`config.mk`:
```
export PLATFORM = sky130hd
export DESIGN_NAME = dcc_chan_ctrl
export DESIGN_NICKNAME = d
export VERILOG_FILES = /design/src/rtl/dcc_pkg.sv /design/src/rtl/dcc_pin_sync.sv /design/src/rtl/dcc_src_sel.sv /design/src/rtl/dcc_burst_ctr.sv /design/src/rtl/dcc_chan_ctrl.sv
export SDC_FILE = /design/constraint.sdc
export NUM_CORES = 1
export LEC_CHECK = 0
export ABC_AREA = 1
export BUFFER_PORTS_ARGS = -buffer_cell sky130_fd_sc_hd__buf_4
export CORE_AREA = 8 8 65 123
export CTS_BUF_LIST = sky130_fd_sc_hd__clkbuf_16
export DETAILED_ROUTE_END_ITERATION = 6
export DIE_AREA = 0 0 73 131
export GPL_TIMING_DRIVEN = 0
export PLACE_DENSITY_LB_ADDON = 0.15
export SYNTH_ARGS = -nofsm -noshare
export SYNTH_HDL_FRONTEND = slang
export SYNTH_SLANG_ARGS = --single-unit
```
`constraint.sdc`:
```
create_clock -name clk -period 3.94 [get_ports clk]
set_clock_uncertainty 0.2 [all_clocks]
set_input_delay 1.182 -clock clk [delete_from_list [all_inputs] [get_ports clk]]
set_output_delay 1.182 -clock clk [all_outputs]
set_load 0.1 [all_outputs]
```
`src/rtl/dcc_pkg.sv`:
```
package dcc_pkg;

  typedef enum logic [1:0] {
    MODE_BLOCK  = 2'b00,
    MODE_BURST  = 2'b01,
    MODE_DEMAND = 2'b10,
    MODE_ALTBLK = 2'b11
  } xfer_mode_e;

  localparam logic [1:0] END_NONE   = 2'b00;
  localparam logic [1:0] END_NORMAL = 2'b01;

endpackage

```
`src/rtl/dcc_pin_sync.sv`:
```
module dcc_pin_sync #(
  parameter int STAGES = 2
) (
  input  logic clk,
  input  logic rst_n,
  input  logic pin_async,
  output logic pin_lvl,
  output logic pin_rise
);

  logic [STAGES-1:0] chain_q;
  logic [STAGES-1:0] chain_d;
  logic              last_q;

  always_comb begin
    chain_d = {chain_q[STAGES-2:0], pin_async};
  end

  always_ff @(posedge clk or negedge rst_n) begin
    if (!rst_n) begin
      chain_q <= '0;
      last_q  <= 1'b0;
    end else begin
      chain_q <= chain_d;
      last_q  <= chain_q[STAGES-1];
    end
  end

  assign pin_lvl  = chain_q[STAGES-1];
  assign pin_rise = chain_q[STAGES-1] & ~last_q;

endmodule

```
`src/rtl/dcc_src_sel.sv`:
```
module dcc_src_sel
  import dcc_pkg::*;
#(
  parameter int SEL_W   = 5,
  localparam int IDX_W  = SEL_W - 1,
  localparam int NPERIPH = 1 << IDX_W
) (
  input  logic [SEL_W-1:0]   src_sel,
  input  logic [NPERIPH-1:0] periph_irq,
  input  logic               cfg_level,
  input  xfer_mode_e         mode_i,
  input  logic               pin_lvl,
  output logic               use_edge,
  output logic               lvl_req,
  output logic               periph_src,
  output logic [NPERIPH-1:0] clr_vec
);

  logic             demand;
  logic [IDX_W-1:0] idx;

  assign demand     = (mode_i == MODE_DEMAND);
  assign periph_src = src_sel[SEL_W-1];
  assign idx        = src_sel[IDX_W-1:0];
  assign use_edge   = ~periph_src & ~cfg_level & ~demand;

  always_comb begin
    if (periph_src) begin
      lvl_req = ~demand & periph_irq[idx];
    end else if (cfg_level || demand) begin
      lvl_req = pin_lvl;
    end else begin
      lvl_req = 1'b0;
    end
  end

  for (genvar g = 0; g < NPERIPH; g++) begin : g_dec
    assign clr_vec[g] = (idx == IDX_W'(g));
  end

endmodule

```
`src/rtl/dcc_burst_ctr.sv`:
```
module dcc_burst_ctr #(
  parameter int BURST_W = 8
) (
  input  logic               clk,
  input  logic               rst_n,
  input  logic               restart,
  input  logic               unit_ok,
  input  logic               burst_mode,
  input  logic [BURST_W-1:0] burst_len,
  output logic               burst_end
);

  localparam int EXT_W = BURST_W + 1;

  logic [BURST_W-1:0] cnt_q;
  logic [BURST_W-1:0] cnt_d;
  logic [EXT_W-1:0]   eff_len;
  logic [EXT_W-1:0]   cnt_inc;
  logic               cnt_ce;

  assign eff_len   = (burst_len == '0) ? EXT_W'(1) : {1'b0, burst_len};
  assign cnt_inc   = {1'b0, cnt_q} + EXT_W'(1);
  assign burst_end = unit_ok & burst_mode & (cnt_inc >= eff_len);

  always_comb begin
    cnt_ce = restart | (unit_ok & burst_mode);
    if (restart || burst_end) begin
      cnt_d = '0;
    end else begin
      cnt_d = cnt_inc[BURST_W-1:0];
    end
  end

  always_ff @(posedge clk or negedge rst_n) begin
    if (!rst_n) begin
      cnt_q <= '0;
    end else if (cnt_ce) begin
      cnt_q <= cnt_d;
    end
  end

endmodule

```
`src/rtl/dcc_chan_ctrl.sv`:
```
module dcc_chan_ctrl
  import dcc_pkg::*;
#(
  parameter int CNT_W       = 16,
  parameter int SEL_W       = 5,
  parameter int BURST_W     = 8,
  parameter int SYNC_STAGES = 2,
  localparam int NPERIPH    = 1 << (SEL_W - 1)
) (
  input  logic               clk,
  input  logic               rst_n,
  input  logic               chan_en_set,
  input  logic [CNT_W-1:0]   cnt_init,
  input  logic               reload_en,
  input  logic [1:0]         mode,
  input  logic [SEL_W-1:0]   src_sel,
  input  logic               cfg_level,
  input  logic [BURST_W-1:0] burst_len,
  input  logic               pin_req,
  input  logic [NPERIPH-1:0] periph_irq,
  input  logic               unit_done,
  output logic               xfer_req,
  output logic [NPERIPH-1:0] irq_clr,
  output logic [1:0]         end_code,
  output logic               chan_en
);

  xfer_mode_e mode_i;
  assign mode_i = xfer_mode_e'(mode);

  logic pin_lvl, pin_rise;
  logic use_edge, lvl_req, periph_src;
  logic [NPERIPH-1:0] clr_vec;
  logic burst_end;

  logic               en_q, en_d;
  logic [CNT_W-1:0]   tc_q, tc_d;
  logic               tc_ce;
  logic               pend_q, pend_d;
  logic               xfer_q, xfer_d;
  logic [NPERIPH-1:0] clr_q, clr_d;
  logic [1:0]         end_q, end_d;

  logic unit_ok, term, blk_end, unit_clr, src_now;

  dcc_pin_sync #(.STAGES(SYNC_STAGES)) u_sync (
    .clk       (clk),
    .rst_n     (rst_n),
    .pin_async (pin_req),
    .pin_lvl   (pin_lvl),
    .pin_rise  (pin_rise)
  );

  dcc_src_sel #(.SEL_W(SEL_W)) u_src (
    .src_sel    (src_sel),
    .periph_irq (periph_irq),
    .cfg_level  (cfg_level),
    .mode_i     (mode_i),
    .pin_lvl    (pin_lvl),
    .use_edge   (use_edge),
    .lvl_req    (lvl_req),
    .periph_src (periph_src),
    .clr_vec    (clr_vec)
  );

  dcc_burst_ctr #(.BURST_W(BURST_W)) u_burst (
    .clk        (clk),
    .rst_n      (rst_n),
    .restart    (chan_en_set | term),
    .unit_ok    (unit_ok),
    .burst_mode (mode_i == MODE_BURST),
    .burst_len  (burst_len),
    .burst_end  (burst_end)
  );

  // unit accounting
  assign unit_ok  = unit_done & xfer_q & en_q;
  assign term     = unit_ok & (tc_q == CNT_W'(1));
  assign blk_end  = unit_ok & ((mode_i == MODE_BLOCK) | (mode_i == MODE_ALTBLK));
  assign unit_clr = blk_end | burst_end;

  always_comb begin
    // enable
    if (chan_en_set)           en_d = 1'b1;
    else if (term && !reload_en) en_d = 1'b0;
    else                       en_d = en_q;

    // transfer count
    tc_ce = chan_en_set | unit_ok;
    if (chan_en_set || (term && reload_en)) tc_d = cnt_init;
    else                                    tc_d = tc_q - CNT_W'(1);

    // end code
    if (chan_en_set) end_d = END_NONE;
    else if (term)   end_d = END_NORMAL;
    else             end_d = end_q;

    // held edge request
    if (chan_en_set) pend_d = 1'b0;
    else pend_d = en_d & use_edge & (pin_rise | (pend_q & ~unit_clr & ~term));

    src_now = use_edge ? pend_d : lvl_req;
    xfer_d  = en_d & ((xfer_q & ~unit_ok) | src_now);

    // peripheral clear pulse
    clr_d = (unit_clr && periph_src) ? clr_vec : '0;
  end

  always_ff @(posedge clk or negedge rst_n) begin
    if (!rst_n) begin
      en_q   <= 1'b0;
      pend_q <= 1'b0;
      xfer_q <= 1'b0;
      clr_q  <= '0;
      end_q  <= END_NONE;
    end else begin
      en_q   <= en_d;
      pend_q <= pend_d;
      xfer_q <= xfer_d;
      clr_q  <= clr_d;
      end_q  <= end_d;
    end
  end

  always_ff @(posedge clk or negedge rst_n) begin
    if (!rst_n) begin
      tc_q <= '0;
    end else if (tc_ce) begin
      tc_q <= tc_d;
    end
  end

  assign xfer_req = xfer_q;
  assign irq_clr  = clr_q;
  assign end_code = end_q;
  assign chan_en  = en_q;

endmodule

```
# Word level (Yosys, flattened, before mapping)
# Cells that the tools add are included.
[classes]
n_eq_ne = 19
reduce_logical = 11
muxes = 14
bitwise = 30
n_lt_le_gt_ge = 2
addsub = 2
[op_table]
columns = ["op", "count"]
rows = [
  ["$eq A4 B4 Y1 const B", 8],
  ["$mux W16", 2],
  ["$and A1 B1 Y1", 16],
  ["$eq A16 B1 Y1 const B", 1],
  ["$eq A4 B3 Y1 const B", 4],
  ["$mux W8", 2],
  ["$sub A16 B1 Y16 const B", 1],
  ["$add A8 B1 Y9 const B", 1],
  ["$ge A9 B9 Y1", 1],
  ["$eq A4 B2 Y1 const B", 2],
  ["$logic_not A8 Y1", 1],
  ["$mux W1", 7],
  ["$not A1 Y1", 7],
  ["$or A1 B1 Y1", 7],
  ["$lt A4 B5 Y1 const B", 1],
  ["$bmux W1 S4", 1],
  ["$eq A2 B2 Y1 const B", 2],
  ["$eq A4 B1 Y1 const B", 1],
  ["$logic_not A4 Y1", 1],
  ["$mux W2", 2],
  ["$logic_and A1 B1 Y1", 3],
  ["$logic_or A1 B1 Y1", 3],
  ["$eq A2 B1 Y1 const B", 1],
  ["$logic_not A2 Y1", 1],
  ["2 further kinds", 2],
]
[word_totals]
inputBits = 54
regBits = 48
output_inout_bits = 20
word_cells = 87

# Logic depth before layout (Yosys ltp)
[logic_depth]
ltp_word = 14
ltp_mapped = 19
depth_no_buf = 19

# Hierarchy
# Synthesis repeated with hierarchy kept, for this count alone.
[hier_totals]
cells_unflattened = 465
hier_area_um2 = 3215.6
[modules_own_cells]
columns = ["mod", "cells_each", "seq_area_each_um2", "n_inst", "area_per_inst_um2"]
rows = [
  ["dcc_chan_ctrl", 265, 900.9, 1, 2050.7],
  ["dcc_burst_ctr", 111, 200.2, 1, 748.2],
  ["dcc_src_sel", 84, 0.0, 1, 331.6],
  ["dcc_pin_sync", 5, 75.1, 1, 85.1],
]

# Least setup slack after synthesis
# No wires, ideal clock.
[synth_path]
path_kind = "in2reg"
startpoint = "input burst_len[1]"
endpoint = "register u_burst.cnt_q[4]"
path_slack_ns = 1.059
required_ns = 3.657
path_buffers = 0
setup_ns = 0.083
stages = 16
arrival_time_ns = 2.597
path_cell_list = "nor4_1 > a41o_1 > ha_1 > inv_1 > nand2_1 > nand2_1 > nand3_1 > nand2_1 > nand2_1 > nand2_1 > nand2_1 > nand2_1 > nand2_1 > inv_1 > nand3_1 > o21ai_0"
[synth_between]
elab_chain_len = 6
[synth_lines]
columns = ["element", "line_no", "text"]
rows = [
  ["start: declaration", "dcc_chan_ctrl.sv:18", "input logic [BURST_W-1:0] burst_len,"],
  ["$logic_not A8 Y1", "dcc_burst_ctr.sv:21", "assign eff_len = (burst_len == '0) ? EXT_W'(1) : {1'b0, burst_len};"],
  ["$mux W8 *", "dcc_burst_ctr.sv:21", ""],
  ["$ge A9 B9 Y1 *", "dcc_burst_ctr.sv:23", "assign burst_end = unit_ok & burst_mode & (cnt_inc >= eff_len);"],
  ["$and A1 B1 Y1 *", "dcc_burst_ctr.sv:23", ""],
  ["$logic_or A1 B1 Y1 *", "dcc_burst_ctr.sv:27", "if (restart || burst_end) begin"],
  ["$mux W8 *", "dcc_burst_ctr.sv:27", ""],
  ["end signal: assignment", "dcc_burst_ctr.sv:38", "cnt_q <= cnt_d;"],
  ["end: declaration", "dcc_burst_ctr.sv:15", "logic [BURST_W-1:0] cnt_q;"],
]
# Every way passes the cells marked *; elsewhere a longest branch is shown, timed or not.
# A chain may end at the register's enable or synchronous reset.

# Worst setup path after layout
[layout_path]
startpoint = "input burst_len[1]"
endpoint = "register clr_q[9] (netlist: irq_clr[9])"
[layout_between]
elab_chain_len = 7
[layout_lines]
columns = ["element", "line_no", "text"]
rows = [
  ["$logic_not A8 Y1", "dcc_burst_ctr.sv:21", ""],
  ["$mux W8 *", "dcc_burst_ctr.sv:21", ""],
  ["$ge A9 B9 Y1 *", "dcc_burst_ctr.sv:23", ""],
  ["$and A1 B1 Y1 *", "dcc_burst_ctr.sv:23", ""],
  ["$or A1 B1 Y1 *", "dcc_chan_ctrl.sv:80", "assign unit_clr = blk_end | burst_end;"],
  ["$logic_and A1 B1 Y1 *", "dcc_chan_ctrl.sv:106", "clr_d = (unit_clr && periph_src) ? clr_vec : '0;"],
  ["$mux W16 *", "dcc_chan_ctrl.sv:106", ""],
  ["named net clr_d[9]", "dcc_chan_ctrl.sv:41", "logic [NPERIPH-1:0] clr_q, clr_d;"],
  ["end signal: assignment", "dcc_chan_ctrl.sv:120", "clr_q <= clr_d;"],
  ["end: declaration", "dcc_chan_ctrl.sv:41", ""],
]
# The timed path passes the listed nets; every way through them passes the cells marked *.

==> metrics.md <==
| Metric | Value |
|---|---|
| Final worst-path cycle share | `between 70% and 80%` |
| Worst-path clk slew | `70 ps` |
| Startpoint types | `input port` |
| Post-Layout Cell Count | `around 520` |
| Seq/Total Area, Yosys | `approximately 42%` |
| Cell with the most instances after synthesis | `nand2_1` |
| First-pass iteration count of the detailed router | `4` |
| Worst R2R Setup Slack | `1180 ps` |
| Area Growth Syn to Fin | `28.7%` |
| Sw Ratio | `about a third` |
| Leak pwr | `1.94 nW` |
| Rows | `between 40 and 50` |
| End of the worst hold path | `u_sync.chain_q[1]` |
| Critical Path RT | `approximately 4000 ps` |
| Htree depth | `2` |
| Antenna-violating nets left | `0` |
| Cell Pwr Density | `around 390 nW/um2` |
| Mapped Area | `approximately 2800 um2` |
| Chip width | `roughly 73 um` |
| Final HPWL DP | `5.56 mm` |
| Reg2reg start | `u_burst.cnt_q[0]` |
| Wire length per cell | `13.4 um` |
| Initial Util | `between 40% and 50%` |
| Overall power | `about 1.4 mW` |
| Post-route setup TNS | `0 ps` |
| Final setup viols | `0` |
| Final hold vios | `0` |
| Least-Margin Pin Slew | `about 680 ps` |
| Combinational Power Share | `27.6%` |
| Vias after detailed routing | `approximately 2,600` |
| Total grt overflow | `0` |
| Initial antenna violation count | `0` |
| Reg-to-Reg End | `irq_clr[9]` |
| Clock share of power | `between 30% and 40%` |
| Max Freq | `approximately 330 MHz` |
| Initial DRC count | `between 150 and 200` |
| First-pass GRT wire length | `11.8 mm` |
| Most common cell on crit path | `nand2_1` |
| Worst Path Buf+Inv | `2` |
| EDFF count, synth | `0` |
| Clock root buffer | `clkbuf_16` |
| CTS buffer count | `5` |
| Commonest cells in the netlist | `nand2_1, inv_1, dfrtp_1` |
| Clock sink count | `47` |
| Final min period | `about 3000 ps` |
| Switching pwr | `~470 uW` |
| Syn nets | `420` |
| Max-slew headroom | `between 50% and 60%` |
| Crit end category | `flop` |
| Sequential share of power | `between 40% and 50%` |
| Die footprint | `9560 um2` |
| Synth Area per Inst | `just under 8 um2` |
| Crit path cell chain | `buf_4 > nor4_1 > a41o_1 > ha_1 > inv_1 > nand2_1 > nand2_1 > nand3_1 > nand2_1 > nand2_1 > nand2_1 > nand2_1 > nand2_1 > a21oi_1 > nand2_1 > nor2_1` |
| Worst hold path startpoint | `u_sync.chain_q[0]` |
| CTS resizes | `0` |
| Pins Over Slew Limit | `0` |
| Clock Latency Late Sink | `slightly below 300 ps` |
| Max-cap check violation count | `0` |
| I/O pin cnt | `74` |
| Remaining DRCs | `0` |
| Synth top area share | `a little over two fifths` |
| Inst Count DP | `approximately 510` |
| Final instance area | `3590 um2` |
| Longest Clk Path Bufs | `2` |
| Placed Instance Area | `about 3400 um2` |
| Synth top area cells | `dfrtp_1, nand2_1, inv_1` |
| Primary FF master, synth | `dfrtp_1` |
| Worst vdd ir | `between 0.2 and 0.3 mV` |
| Hold_buf cts | `0` |
| Vias in the first global route | `2,709` |
| Final WL | `6.99 mm` |
| Seq cells post-synth | `47` |
| Min-Delay Path Depth | `0` |
| Via/cell ratio | `~4.9` |
| DIE HEIGHT | `around 130 um` |
| CP Class | `input port to flop` |
| Slowest CP cell | `a21oi_1` |
| Class of the worst hold path | `flop to flop` |
| Synth async-reset ratio | `100%` |
| Share of cells above drive strength 1 | `between 20% and 30%` |
| Ant diodes | `0` |
| Int Pwr | `roughly 900 uW` |
| Critical path arrival | `about 3000 ps` |
| Post-synthesis cell type count | `32` |
| Outcome | `finished, final reports clean` |
| TritonCTS clock tree | `built` |
| Final-stage net count | `between 400 and 500` |
| Largest net degree at the start of global routing | `between 40 and 50` |
| Post-CTS Setup Bufs | `0` |
| Synthesized instance count | `~350` |
| Crit-path max FO | `4` |
| Syn. warnings | `0` |
| RSZ-0062 raised after global routing | `false` |
| Core ar. | `6460 um2` |
| Gr usage total | `between 10% and 20%` |
| Largest stage delay on the critical path | `between 300 and 400 ps` |
| Reg2Reg Depth | `16` |
| Number of buffers added on ports | `just over 70` |
| Top delay family on crit path | `simple AND/OR/NAND/NOR gates` |
| Yosys top cell by area | `dfrtp_1` |
| Final Wtd Congestion | `0.834` |
[worst max-delay path by stage]
| stage | start | end | cells past startpoint |
|---|---|---|---|
| 6_report | burst_len[1] | irq_clr[9] | 16 |
| 3_5_place_dp | burst_len[1] | irq_clr[9] | 16 |
| 5_1_grt | burst_len[1] | irq_clr[9] | 16 |
| 4_1_cts | burst_len[1] | irq_clr[9] | 16 |
| 3_3_place_gp | burst_len[1] | irq_clr[13] | 16 |
| 2_1_floorplan | burst_len[1] | u_burst.cnt_q[4] | 16 |
[through the flow]
step	worst slack (ps)	hold WS (ps)	util, %
final	933	169	55.5
after global routing	605	185	55.5
after CTS	894	175	55.5
after detailed placement	602	152	53.2
after global placement	623	143	53.2
after floorplan	1060	131	-
[cell usage in the layout (no fill, tap or decap), types with 3 or more instances in the layout]
| cell type | n |
|---|---|
| a21oi_1 | 7 |
| a22oi_1 | 8 |
| buf_4 | 73 |
| clkbuf_16 | 5 |
| dfrtp_1 | 47 |
| ha_1 | 13 |
| inv_1 | 53 |
| inv_2 | 4 |
| nand2_1 | 76 |
| nand3_1 | 24 |
| nor2_1 | 43 |
| nor2_2 | 3 |
| nor4_1 | 3 |
| o211ai_2 | 9 |
| o21ai_0 | 13 |
| o21ai_1 | 11 |
| o22ai_1 | 3 |
| o31ai_1 | 3 |
| xor2_1 | 13 |
[per-layer routing]
layer	routed length, um	global-route usage (%)	up-vias
li1	-	-	1301
met1	2960	18.3	1184
met2	3420	25.2	66
met3	543	5.43	6
met4	62	3.56	0
met5	0	0	-
[flip-flops by register name, summed over array words and instances (netlist names)]
name,cells
pend_q,1
chan_en,1
u_sync.last_q,1
tc_q,16
xfer_req,1
end_code,1
irq_clr,16
u_sync.chain_q,2
u_burst.cnt_q,8
[power by group through the flow]
| stage | combinational [mW] | clock (mW) | sequential, mW |
|---|---|---|---|
| finish | 0.381 | 0.425 | 0.577 |
| global route | 0.430 | 0.452 | 0.584 |
| CTS | 0.383 | 0.438 | 0.577 |
| detailed placement | 0.382 | 0 | 0.586 |
| global placement | 0.372 | 0 | 0.584 |
| floorplan | 0.240 | 0 | 0.603 |
[final cells by class]
class                      instances  area, um2
buffer                             6       42.5
fill                             643       2880
multi-input combinational        243       1350
sequential                        47       1180
clock inverter                     3       23.8
clock buffer                       5        125
inverter                          57        214
timing repair buffer              72        541
tap                               88        110
[kinds of logic after synthesis]
logic type	count (synthesis)	share of synthesized area, %
AO/OA/AOI/OAI	59	14.7
XOR/XNOR	13	4.09
adder cells (fa/ha/maj)	13	5.84
buffers and inverters	63	9.20
flip-flops	47	42.2
other	1	0.135
AND/OR/NAND/NOR	157	23.8
Note: power is estimated with default switching activity, not from simulation.
